## src/rtl/sec_irq_pkg.sv

```systemverilog
package sec_irq_pkg;

    localparam int unsigned SIC_OFS_STATUS  = 32'h20;
    localparam int unsigned SIC_OFS_MASK    = 32'h24;
    localparam int unsigned SIC_OFS_ENABLE  = 32'h28;
    localparam int unsigned SIC_OFS_DISABLE = 32'h2C;

    typedef enum logic [2:0] {
        SEL_NONE,
        SEL_STATUS,
        SEL_MASK,
        SEL_ENABLE,
        SEL_DISABLE
    } sic_sel_e;

    // Per-cycle write actions produced by the address decode
    typedef struct packed {
        logic clr;
        logic unmask;
        logic mask;
    } sic_wr_t;

    function automatic sic_wr_t sic_wr_action(input logic we, input sic_sel_e sel);
        sic_wr_t a;
        a.clr    = we && (sel == SEL_STATUS);
        a.unmask = we && (sel == SEL_ENABLE);
        a.mask   = we && (sel == SEL_DISABLE);
        return a;
    endfunction

endpackage

```

## src/rtl/sic_status.sv

```systemverilog
module sic_status #(
    parameter int unsigned      NUM_SRC  = 16,
    parameter logic [NUM_SRC-1:0] SRC_USED = '1
) (
    input  logic               clk,
    input  logic               rst,
    input  logic [NUM_SRC-1:0] src_evt,
    input  logic               clr_en,
    input  logic [NUM_SRC-1:0] clr_bits,
    output logic [NUM_SRC-1:0] status
);
    // Set dominates clear so a coincident event survives acknowledgement
    for (genvar i = 0; i < NUM_SRC; i++) begin : g_bit
        if (SRC_USED[i]) begin : g_used
            always_ff @(posedge clk) begin
                if (rst) begin
                    status[i] <= 1'b0;
                end else if (src_evt[i]) begin
                    status[i] <= 1'b1;
                end else if (clr_en && clr_bits[i]) begin
                    status[i] <= 1'b0;
                end
            end
        end else begin : g_tied
            assign status[i] = 1'b0;
        end
    end
endmodule

```

## src/rtl/sic_mask.sv

```systemverilog
module sic_mask #(
    parameter int unsigned      NUM_SRC  = 16,
    parameter logic [NUM_SRC-1:0] SRC_USED = '1
) (
    input  logic               clk,
    input  logic               rst,
    input  logic               unmask_en,
    input  logic               mask_en,
    input  logic [NUM_SRC-1:0] bits,
    output logic [NUM_SRC-1:0] mask
);
    logic [NUM_SRC-1:0] mask_q;

    always_ff @(posedge clk) begin
        if (rst) begin
            mask_q <= SRC_USED;
        end else if (unmask_en) begin
            mask_q <= mask_q & ~bits;
        end else if (mask_en) begin
            mask_q <= mask_q | (bits & SRC_USED);
        end
    end

    assign mask = mask_q & SRC_USED;
endmodule

```

## src/rtl/sic_irq_out.sv

```systemverilog
module sic_irq_out #(
    parameter int unsigned NUM_SRC = 16
) (
    input  logic               clk,
    input  logic               rst,
    input  logic [NUM_SRC-1:0] status,
    input  logic [NUM_SRC-1:0] mask,
    output logic               irq
);
    always_ff @(posedge clk) begin
        if (rst) begin
            irq <= 1'b0;
        end else begin
            irq <= |(status & ~mask);
        end
    end
endmodule

```

## src/rtl/sec_irq_ctrl.sv

```systemverilog
module sec_irq_ctrl
    import sec_irq_pkg::*;
#(
    parameter int unsigned        NUM_SRC  = 16,
    parameter logic [NUM_SRC-1:0] SRC_USED = 16'hEFFF,
    parameter int unsigned        ADDR_W   = 8,
    parameter int unsigned        DATA_W   = 32
) (
    input  logic               clk,
    input  logic               rst,
    input  logic [NUM_SRC-1:0] src_evt,
    input  logic [ADDR_W-1:0]  bus_addr,
    input  logic               bus_we,
    input  logic [DATA_W-1:0]  bus_wdata,
    output logic [DATA_W-1:0]  bus_rdata,
    output logic               irq_out
);
    localparam logic [ADDR_W-1:0] A_STATUS  = ADDR_W'(SIC_OFS_STATUS);
    localparam logic [ADDR_W-1:0] A_MASK    = ADDR_W'(SIC_OFS_MASK);
    localparam logic [ADDR_W-1:0] A_ENABLE  = ADDR_W'(SIC_OFS_ENABLE);
    localparam logic [ADDR_W-1:0] A_DISABLE = ADDR_W'(SIC_OFS_DISABLE);
    localparam int unsigned       PAD_W     = DATA_W - NUM_SRC;

    sic_sel_e           sel;
    sic_wr_t            act;
    logic [NUM_SRC-1:0] wbits;
    logic [NUM_SRC-1:0] status_q;
    logic [NUM_SRC-1:0] mask_q;

    always_comb begin
        case (bus_addr)
            A_STATUS:  sel = SEL_STATUS;
            A_MASK:    sel = SEL_MASK;
            A_ENABLE:  sel = SEL_ENABLE;
            A_DISABLE: sel = SEL_DISABLE;
            default:   sel = SEL_NONE;
        endcase
    end

    assign act   = sic_wr_action(bus_we, sel);
    assign wbits = bus_wdata[NUM_SRC-1:0];

    sic_status #(.NUM_SRC(NUM_SRC), .SRC_USED(SRC_USED)) u_status (
        .clk      (clk),
        .rst      (rst),
        .src_evt  (src_evt),
        .clr_en   (act.clr),
        .clr_bits (wbits),
        .status   (status_q)
    );

    sic_mask #(.NUM_SRC(NUM_SRC), .SRC_USED(SRC_USED)) u_mask (
        .clk       (clk),
        .rst       (rst),
        .unmask_en (act.unmask),
        .mask_en   (act.mask),
        .bits      (wbits),
        .mask      (mask_q)
    );

    sic_irq_out #(.NUM_SRC(NUM_SRC)) u_irq (
        .clk    (clk),
        .rst    (rst),
        .status (status_q),
        .mask   (mask_q),
        .irq    (irq_out)
    );

    always_comb begin
        case (sel)
            SEL_STATUS: bus_rdata = {{PAD_W{1'b0}}, status_q};
            SEL_MASK:   bus_rdata = {{PAD_W{1'b0}}, mask_q};
            default:    bus_rdata = '0;
        endcase
    end
endmodule

```

## config.mk

```make
export PLATFORM = sky130hd
export DESIGN_NAME = sec_irq_ctrl
export DESIGN_NICKNAME = d
export VERILOG_FILES = /design/src/rtl/sec_irq_pkg.sv /design/src/rtl/sic_status.sv /design/src/rtl/sic_mask.sv /design/src/rtl/sic_irq_out.sv /design/src/rtl/sec_irq_ctrl.sv
export SDC_FILE = /design/constraint.sdc
export NUM_CORES = 1
export LEC_CHECK = 0
export BUFFER_PORTS_ARGS = -buffer_cell sky130_fd_sc_hd__buf_2
export CORE_UTILIZATION = 40
export DETAILED_ROUTE_END_ITERATION = 8
export PLACE_DENSITY = 0.73
export SYNTH_ARGS = -nofsm -noshare
export SYNTH_HDL_FRONTEND = slang
export SYNTH_SLANG_ARGS = --single-unit
```

## constraint.sdc

```tcl
create_clock -name clk -period 2 [get_ports clk]
set_input_delay 0.3 -clock clk [delete_from_list [all_inputs] [get_ports clk]]
set_output_delay 0.3 -clock clk [all_outputs]
set_load 0.02 [all_outputs]
```

==> results of run 1 <==
-- per-stage QoR --
step                      cells  total power [W]  hold WS, ps
after CTS                   293          0.00133          216
after global placement      284         0.000823          506
final                       293          0.00132          227
after global routing        293          0.00138          211
after floorplan             200         0.000778          408
after detailed placement    284         0.000827          509
-- worst paths after layout --
| check | from | to | slack (ps) | cells after the start |
|---|---|---|---|---|
| worst max register to register | u_status.status[10] | u_irq.irq | 960 | 4 |
| worst max-delay path | bus_addr[4] | bus_rdata[8] | -20 | 6 |
| worst min-delay path | bus_wdata[1] | register | 230 | 2 |
| worst min register to register | u_status.status[4] | u_status.status[4] | 520 | 2 |
-- report_power, final --
part           leakage [nW]  internal, W  switching [W]
Clock                0.0470     0.000270       0.000231
Sequential            0.255     0.000640      0.0000174
Combinational         0.633    0.0000600      0.0000984
-- area by class of cell --
type	instances	share of cell area [%]
Clock buffer	6	4.03
Clock inverter	1	0.244
Inverter	15	2.75
Multi-Input combinational cell	125	40.9
Sequential cell	31	30.3
Tap cell	48	2.93
Timing Repair Buffer	67	18.8
-- logic make-up (layout without fill, tap and decap cells) --
family,count (synthesis),count (layout),share of synthesized area (%)
AO/OA/AOI/OAI,68,68,30.8
buffers and inverters,44,89,15.6
flip-flops,31,31,37.7
other,1,17,0.228
AND/OR/NAND/NOR,40,40,15.7
-- routing by layer --
metal	wire length [um]	GRT usage [%]
met1	1830	23.4
met2	2000	32.5
met3	178	5.86
met4	45	8.24
met5	0	0
-- worst register-to-register path: stages, from the launching register on --
cell and delay [ps]:
dfxtp_1 330, inv_1 60, o22ai_1 70, nor4_1 340, a31oi_1 120
-- cells in the mapped netlist, drive strengths merged --
master	number	area, um2
or3	1	6.26
nand2	1	3.75
a22o	15	131
nor2	17	71.3
conb	1	3.75
a211oi	30	225
clkbuf	5	18.8
dfxtp	31	621
buf	24	181
and2	1	6.26
nor3b	15	113
a221oi	1	8.76
nor4	2	27.5
nor3	1	10.0
inv	15	56.3
a222oi	1	10.0
nand2b	1	6.26
a31oi	16	100
or4b	1	13.8
o22ai	5	31.3
-- repair_timing --
item | CTS | global route
resized for setup | 8 | 0
cloned | 2 | 0
hold buffers | 0 | 0
endpoints found under the setup margin | 9 | 15
endpoints found under the hold margin | 0 | 0
==> results by group, run 1 <==
Placement
  • HPWL Detailed: 2840 um
  • IO Port Bufs: 56
  • Placed Area: 0.00193 mm2
  • Routability cong.: 0.692
  • Worst slack, placed: -64.3 ps

Global routing
  • Antenna violations before repair: 0
  • GRT Util Overall: 19.6%
  • Grt ovf: 0
  • Largest net degree at the start of global routing: 31
  • First-pass GRT wire length: 6310 um
  • Vias in the first global route: 1401

Flow run
  • Number of max-cap violations: 0

Floorplanning
  • Starting Density: 43.3%
  • DIE HEIGHT: 66.1 um
  • Core box area: 0.00380 mm2
  • Die area: 0.00437 mm2
  • Die Width: 66.1 um
  • Row count: 22
  • Io pins: 92

Synthesis
  • Syn Inst Count: 184
  • Sequential fraction of the synthesis area: 37.7%
  • Post-synthesis cell type count: 24
  • Mean post-synth cell area: 8.94 um2
  • Synthesized area: 0.00165 mm2
  • Yosys reg bits: 31
  • Synth Warn #: 0

Clocking
  • CTS tree: yes
  • Worst-path clk slew: 60 ps
  • Clock Tree Buf Depth: 2
  • Clock tree sinks: 31
  • Worst-skew pair later-pin latency: 280 ps
  • Cts bufs inserted: 5
  • CTS root buf: clkbuf_8
  • H-Tree Level Count: 2
  • Setup bufs post-CTS: 0

Critical path
  • CP arrival: 1720 ps
  • Crit path max fanout: 5
  • CP startpoint kind: input port
  • Cell Chain, Critical Path: buf_2 > or4b_4 > nor3_4 > buf_4 > a22o_1 > buf_2
  • Crit path buffers/inverters: 3
  • Kind of critical path: input port to primary output
  • Worst path slowest cell: or4b_4
  • Req. time, crit path: 1700 ps
  • CP peak stage delay: 590 ps
  • Worst Setup End Kind: primary output
  • Most common cell on crit path: buf_2
  • Delay-heaviest family, CP: simple AND/OR/NAND/NOR gates

STA
  • Tmin final: 2020 ps
  • Max Slew Vio Count: 0
  • Setup-failing EPs final: 4
  • Final hold vios: 0
  • Fin crit share: 101%
  • Setup ws final: -23.4 ps
  • Slew margin rel.: 52.9%
  • Setup TNS: -35.5 ps
  • Fmax: 0.494 GHz
  • Clock Skew: 3.36 ps
  • RSZ-0062 raised after global routing: yes
  • Worst Tran Pin Value: 707 ps

Power and ir drop
  • Pwr/cell area: 643 mW/mm2
  • Leakage power total: 0.935 nW
  • VDD IR-drop max: 0.469 mV

Layout
  • Fillers: 375
  • Multi-input logic area: 837 um2
  • Post-route cell area: 0.00205 mm2
  • Storage cell area: 621 um2
  • Antenna diode count: 0
  • Area growth syn-to-layout: 24.4%
  • Net count, final: 304
  • Share of layout cells above drive strength 1: 32.2%
  • Final Util: 53.9%
  • Commonest non-fill, non-tap cell in the layout: buf_2
  • Commonest cells after routing, fill and taps aside: 55 x buf_2, 31 x dfxtp_1, 30 x a211oi_1

Worst hold path
  • Hold WC Path Type: input port to register

Outcome
  • Failing checks: setup timing
  • Status: finished with violations

Route
  • 1st-pass router iterations: 4
  • Post-route DRC: 0
  • Drt initial violations: 41
  • Vias: 1542
  • DRT antenna net count: 0
  • Drt wl/cell: 13.8 um
  • Drt total wl: 4050 um
  • Routed vias/inst: 5.26
Note: power is estimated with default switching activity, not from simulation.
==> inputs of run 2 (changes only) <==
--- a/config.mk
+++ b/config.mk
@@ -8,7 +8,8 @@
 export BUFFER_PORTS_ARGS = -buffer_cell sky130_fd_sc_hd__buf_2
 export CORE_UTILIZATION = 40
 export DETAILED_ROUTE_END_ITERATION = 8
-export PLACE_DENSITY = 0.73
+export PLACE_DENSITY = 0.71
 export SYNTH_ARGS = -nofsm -noshare
 export SYNTH_HDL_FRONTEND = slang
+export SYNTH_HIERARCHICAL = 1
 export SYNTH_SLANG_ARGS = --single-unit
==> constraint.sdc (replaced) <==
create_clock -name clk -period 2 [get_ports clk]
set_input_delay 0.3 -clock clk [delete_from_list [all_inputs] [get_ports clk]]
set_output_delay 0.3 -clock clk [all_outputs]
set_load 0.05 [all_outputs]
==> results by group, run 2 <==
Power and ir drop
  • VDD IR-drop max: 0.272 mV
  • Sequential power share: 46.5%
  • Combinational Power Share: 18.8%
  • Sw power: 0.000448 W
  • Cell-internal power: 0.000967 W
  • Pwr/cell area: 615 mW/mm2
  • Post-layout power: 0.00141 W
  • Clock power frac: 34.7%
  • Fraction of power spent switching nets: 31.7%
  • Leakage power total: 1.09 nW

Synthesis
  • Post-synthesis cell type count: 26
  • Synth top area cells: dfxtp_1 33%, a311oi_2 8.8%, mux2i_1 8.5%
  • Top FF cell, synth: dfxtp_1
  • Most numerous cell in the Yosys netlist: dfxtp_1
  • Synth top area share: 32.9%
  • Main combinational cell family by area after synthesis: compound AO/OA/AOI/OAI gates
  • Yosys reg bits: 31
  • Post-synthesis simple-gate area fraction: 13.8%
  • Post-synth EDFFs: 0
  • Compound-Gate Fraction of Synth Area: 24.6%
  • Async set-reset flop share out of synthesis: 0%
  • Synth Area in Adders: 0%
  • Sequential fraction of the synthesis area: 32.9%
  • Synthesized area: 0.00189 mm2
  • Mean post-synth cell area: 9.16 um2
  • Synth Area in XOR/XNOR: 0%
  • Post-synth top cells: 31 x dfxtp_1, 28 x inv_1, 18 x buf_4
  • Biggest area consumer among synthesized cells: dfxtp_1
  • Post-synthesis mux area share: 8.49%
  • Synth Warn #: 6
  • Syn Inst Count: 206

Layout
  • Commonest cells after routing, fill and taps aside: 52 x buf_2, 31 x dfxtp_1, 28 x inv_1
  • Antenna diode count: 0
  • Area growth syn-to-layout: 21.9%
  • Net count, final: 320
  • Commonest non-fill, non-tap cell in the layout: buf_2
  • Storage cell area: 621 um2
  • Share of layout cells above drive strength 1: 37.4%
  • Fillers: 444
  • Multi-input logic area: 0.00103 mm2

Placement
  • IO Port Bufs: 56
  • HPWL Detailed: 3100 um
  • Routability cong.: 0.735

Worst hold path
  • Hold WC Path Type: input port to register

Global routing
  • Antenna violations before repair: 0
  • Vias in the first global route: 1598
  • First-pass GRT wire length: 7400 um
  • GRT Util Overall: 18.9%
  • Largest net degree at the start of global routing: 21
  • Grt ovf: 0

Critical path
  • CP startpoint kind: input port
  • CP arrival: 1630 ps
  • Kind of critical path: input port to primary output
  • Crit path buffers/inverters: 3
  • Delay-heaviest family, CP: simple AND/OR/NAND/NOR gates
  • Crit path max fanout: 19
  • CP peak stage delay: 570 ps
  • Worst Setup End Kind: primary output
  • Reg2reg setup slack: 960 ps
  • Cell Chain, Critical Path: buf_2 > or4b_1 > buf_12 > nor3_1 > buf_2
  • Worst path slowest cell: or4b_1
  • Req. time, crit path: 1700 ps
  • Most common cell on crit path: buf_2

STA
  • Final hold vios: 0
  • Setup TNS: 0 ps
  • Fin crit share: 96.7%
  • Max Slew Vio Count: 0
  • Fmax: 0.517 GHz
  • Setup-failing EPs final: 0
  • RSZ-0062 raised after global routing: no
  • Slew margin rel.: 2.69%
  • Tmin final: 1930 ps
  • Clock Skew: 6.20 ps
  • Worst Tran Pin Value: 1450 ps

Route
  • Post-route DRC: 10
  • Routed vias/inst: 5.17
  • Drt initial violations: 80
  • Vias: 1623
  • Drt total wl: 4380 um
  • Drt wl/cell: 13.9 um
  • DRT antenna net count: 0
  • 1st-pass router iterations: 6

Clocking
  • Worst-skew pair later-pin latency: 290 ps
  • H-Tree Level Count: 2
  • Cts bufs inserted: 5
  • CTS root buf: clkbuf_8
  • Clock Tree Buf Depth: 2
  • CTS tree: yes
  • # hold bufs at CTS: 0
  • Setup bufs post-CTS: 0
  • Worst-path clk slew: 70 ps
  • Clock tree sinks: 31

Outcome
  • Failing checks: DRC
  • Status: finished with violations

Floorplanning
  • Die area: 0.00500 mm2
  • Core box area: 0.00444 mm2
  • Row count: 24
  • Starting Density: 42.5%
  • DIE HEIGHT: 70.7 um
  • Die Width: 70.7 um
  • Io pins: 92

Flow run
  • Number of max-cap violations: 0
## run 2: final timing paths
check                          start            endpoint  cells past startpoint
setup reg to reg            register           u_irq/irq                      3
hold reg to reg   u_status/status[3]  u_status/status[3]                      2
hold / removal          bus_wdata[6]            register                      2
setup / recovery         bus_addr[1]       bus_rdata[15]                      5
## run 2: area by class of cell
type	instances	share of cell area, %
Tap cell	52	2.83
Timing Repair Buffer	64	16.9
Multi-Input combinational cell	130	44.8
Sequential cell	31	27.0
Clock inverter	3	0.870
Clock buffer	5	2.99
Inverter	29	4.73
## run 2: cells by family after synthesis
| logic type | count (synthesis) |
|---|---|
| other | 3 |
| flip-flops | 31 |
| buffers and inverters | 60 |
| AND/OR/NAND/NOR | 43 |
| AO/OA/AOI/OAI | 53 |
| multiplexers | 16 |
## run 2: metrics by stage
stage / hold WS, ps / instance area, um2 / util (%) / instances / setup WS, ps
2_1_floorplan: 369 / 2010 / - / 221 / -384
3_3_place_gp: 491 / 2190 / 49.3 / 306 / -10.5
3_5_place_dp: 508 / 2190 / 49.3 / 306 / -25.1
4_1_cts: 229 / 2290 / 51.4 / 314 / 12.8
5_1_grt: 245 / 2300 / 51.8 / 314 / 1.67
6_report: 239 / 2300 / 51.8 / 314 / 65.2
## run 2: power by group through the flow
stage	registers (W)	logic, W	clock network [W]
floorplan	0.000670	0.000218	0
global placement	0.000670	0.000260	0
detailed placement	0.000672	0.000264	0
CTS	0.000658	0.000265	0.000505
global route	0.000661	0.000288	0.000530
finish	0.000657	0.000266	0.000491
## run 2: layer usage
metal | routed length, um | global-route usage [%] | share of wire (%)
met4 | 30 | 4.67 | 0.69
met5 | 0 | 0 | 0
met1 | 1890 | 23.8 | 43
met3 | 283 | 5.41 | 6.5
met2 | 2170 | 31.8 | 50
## run 2: repair_timing
action                                  in CTS  in global routing
pin swaps                                    0                  0
gates resized for setup                      2                  6
endpoints found under the setup margin       2                  4
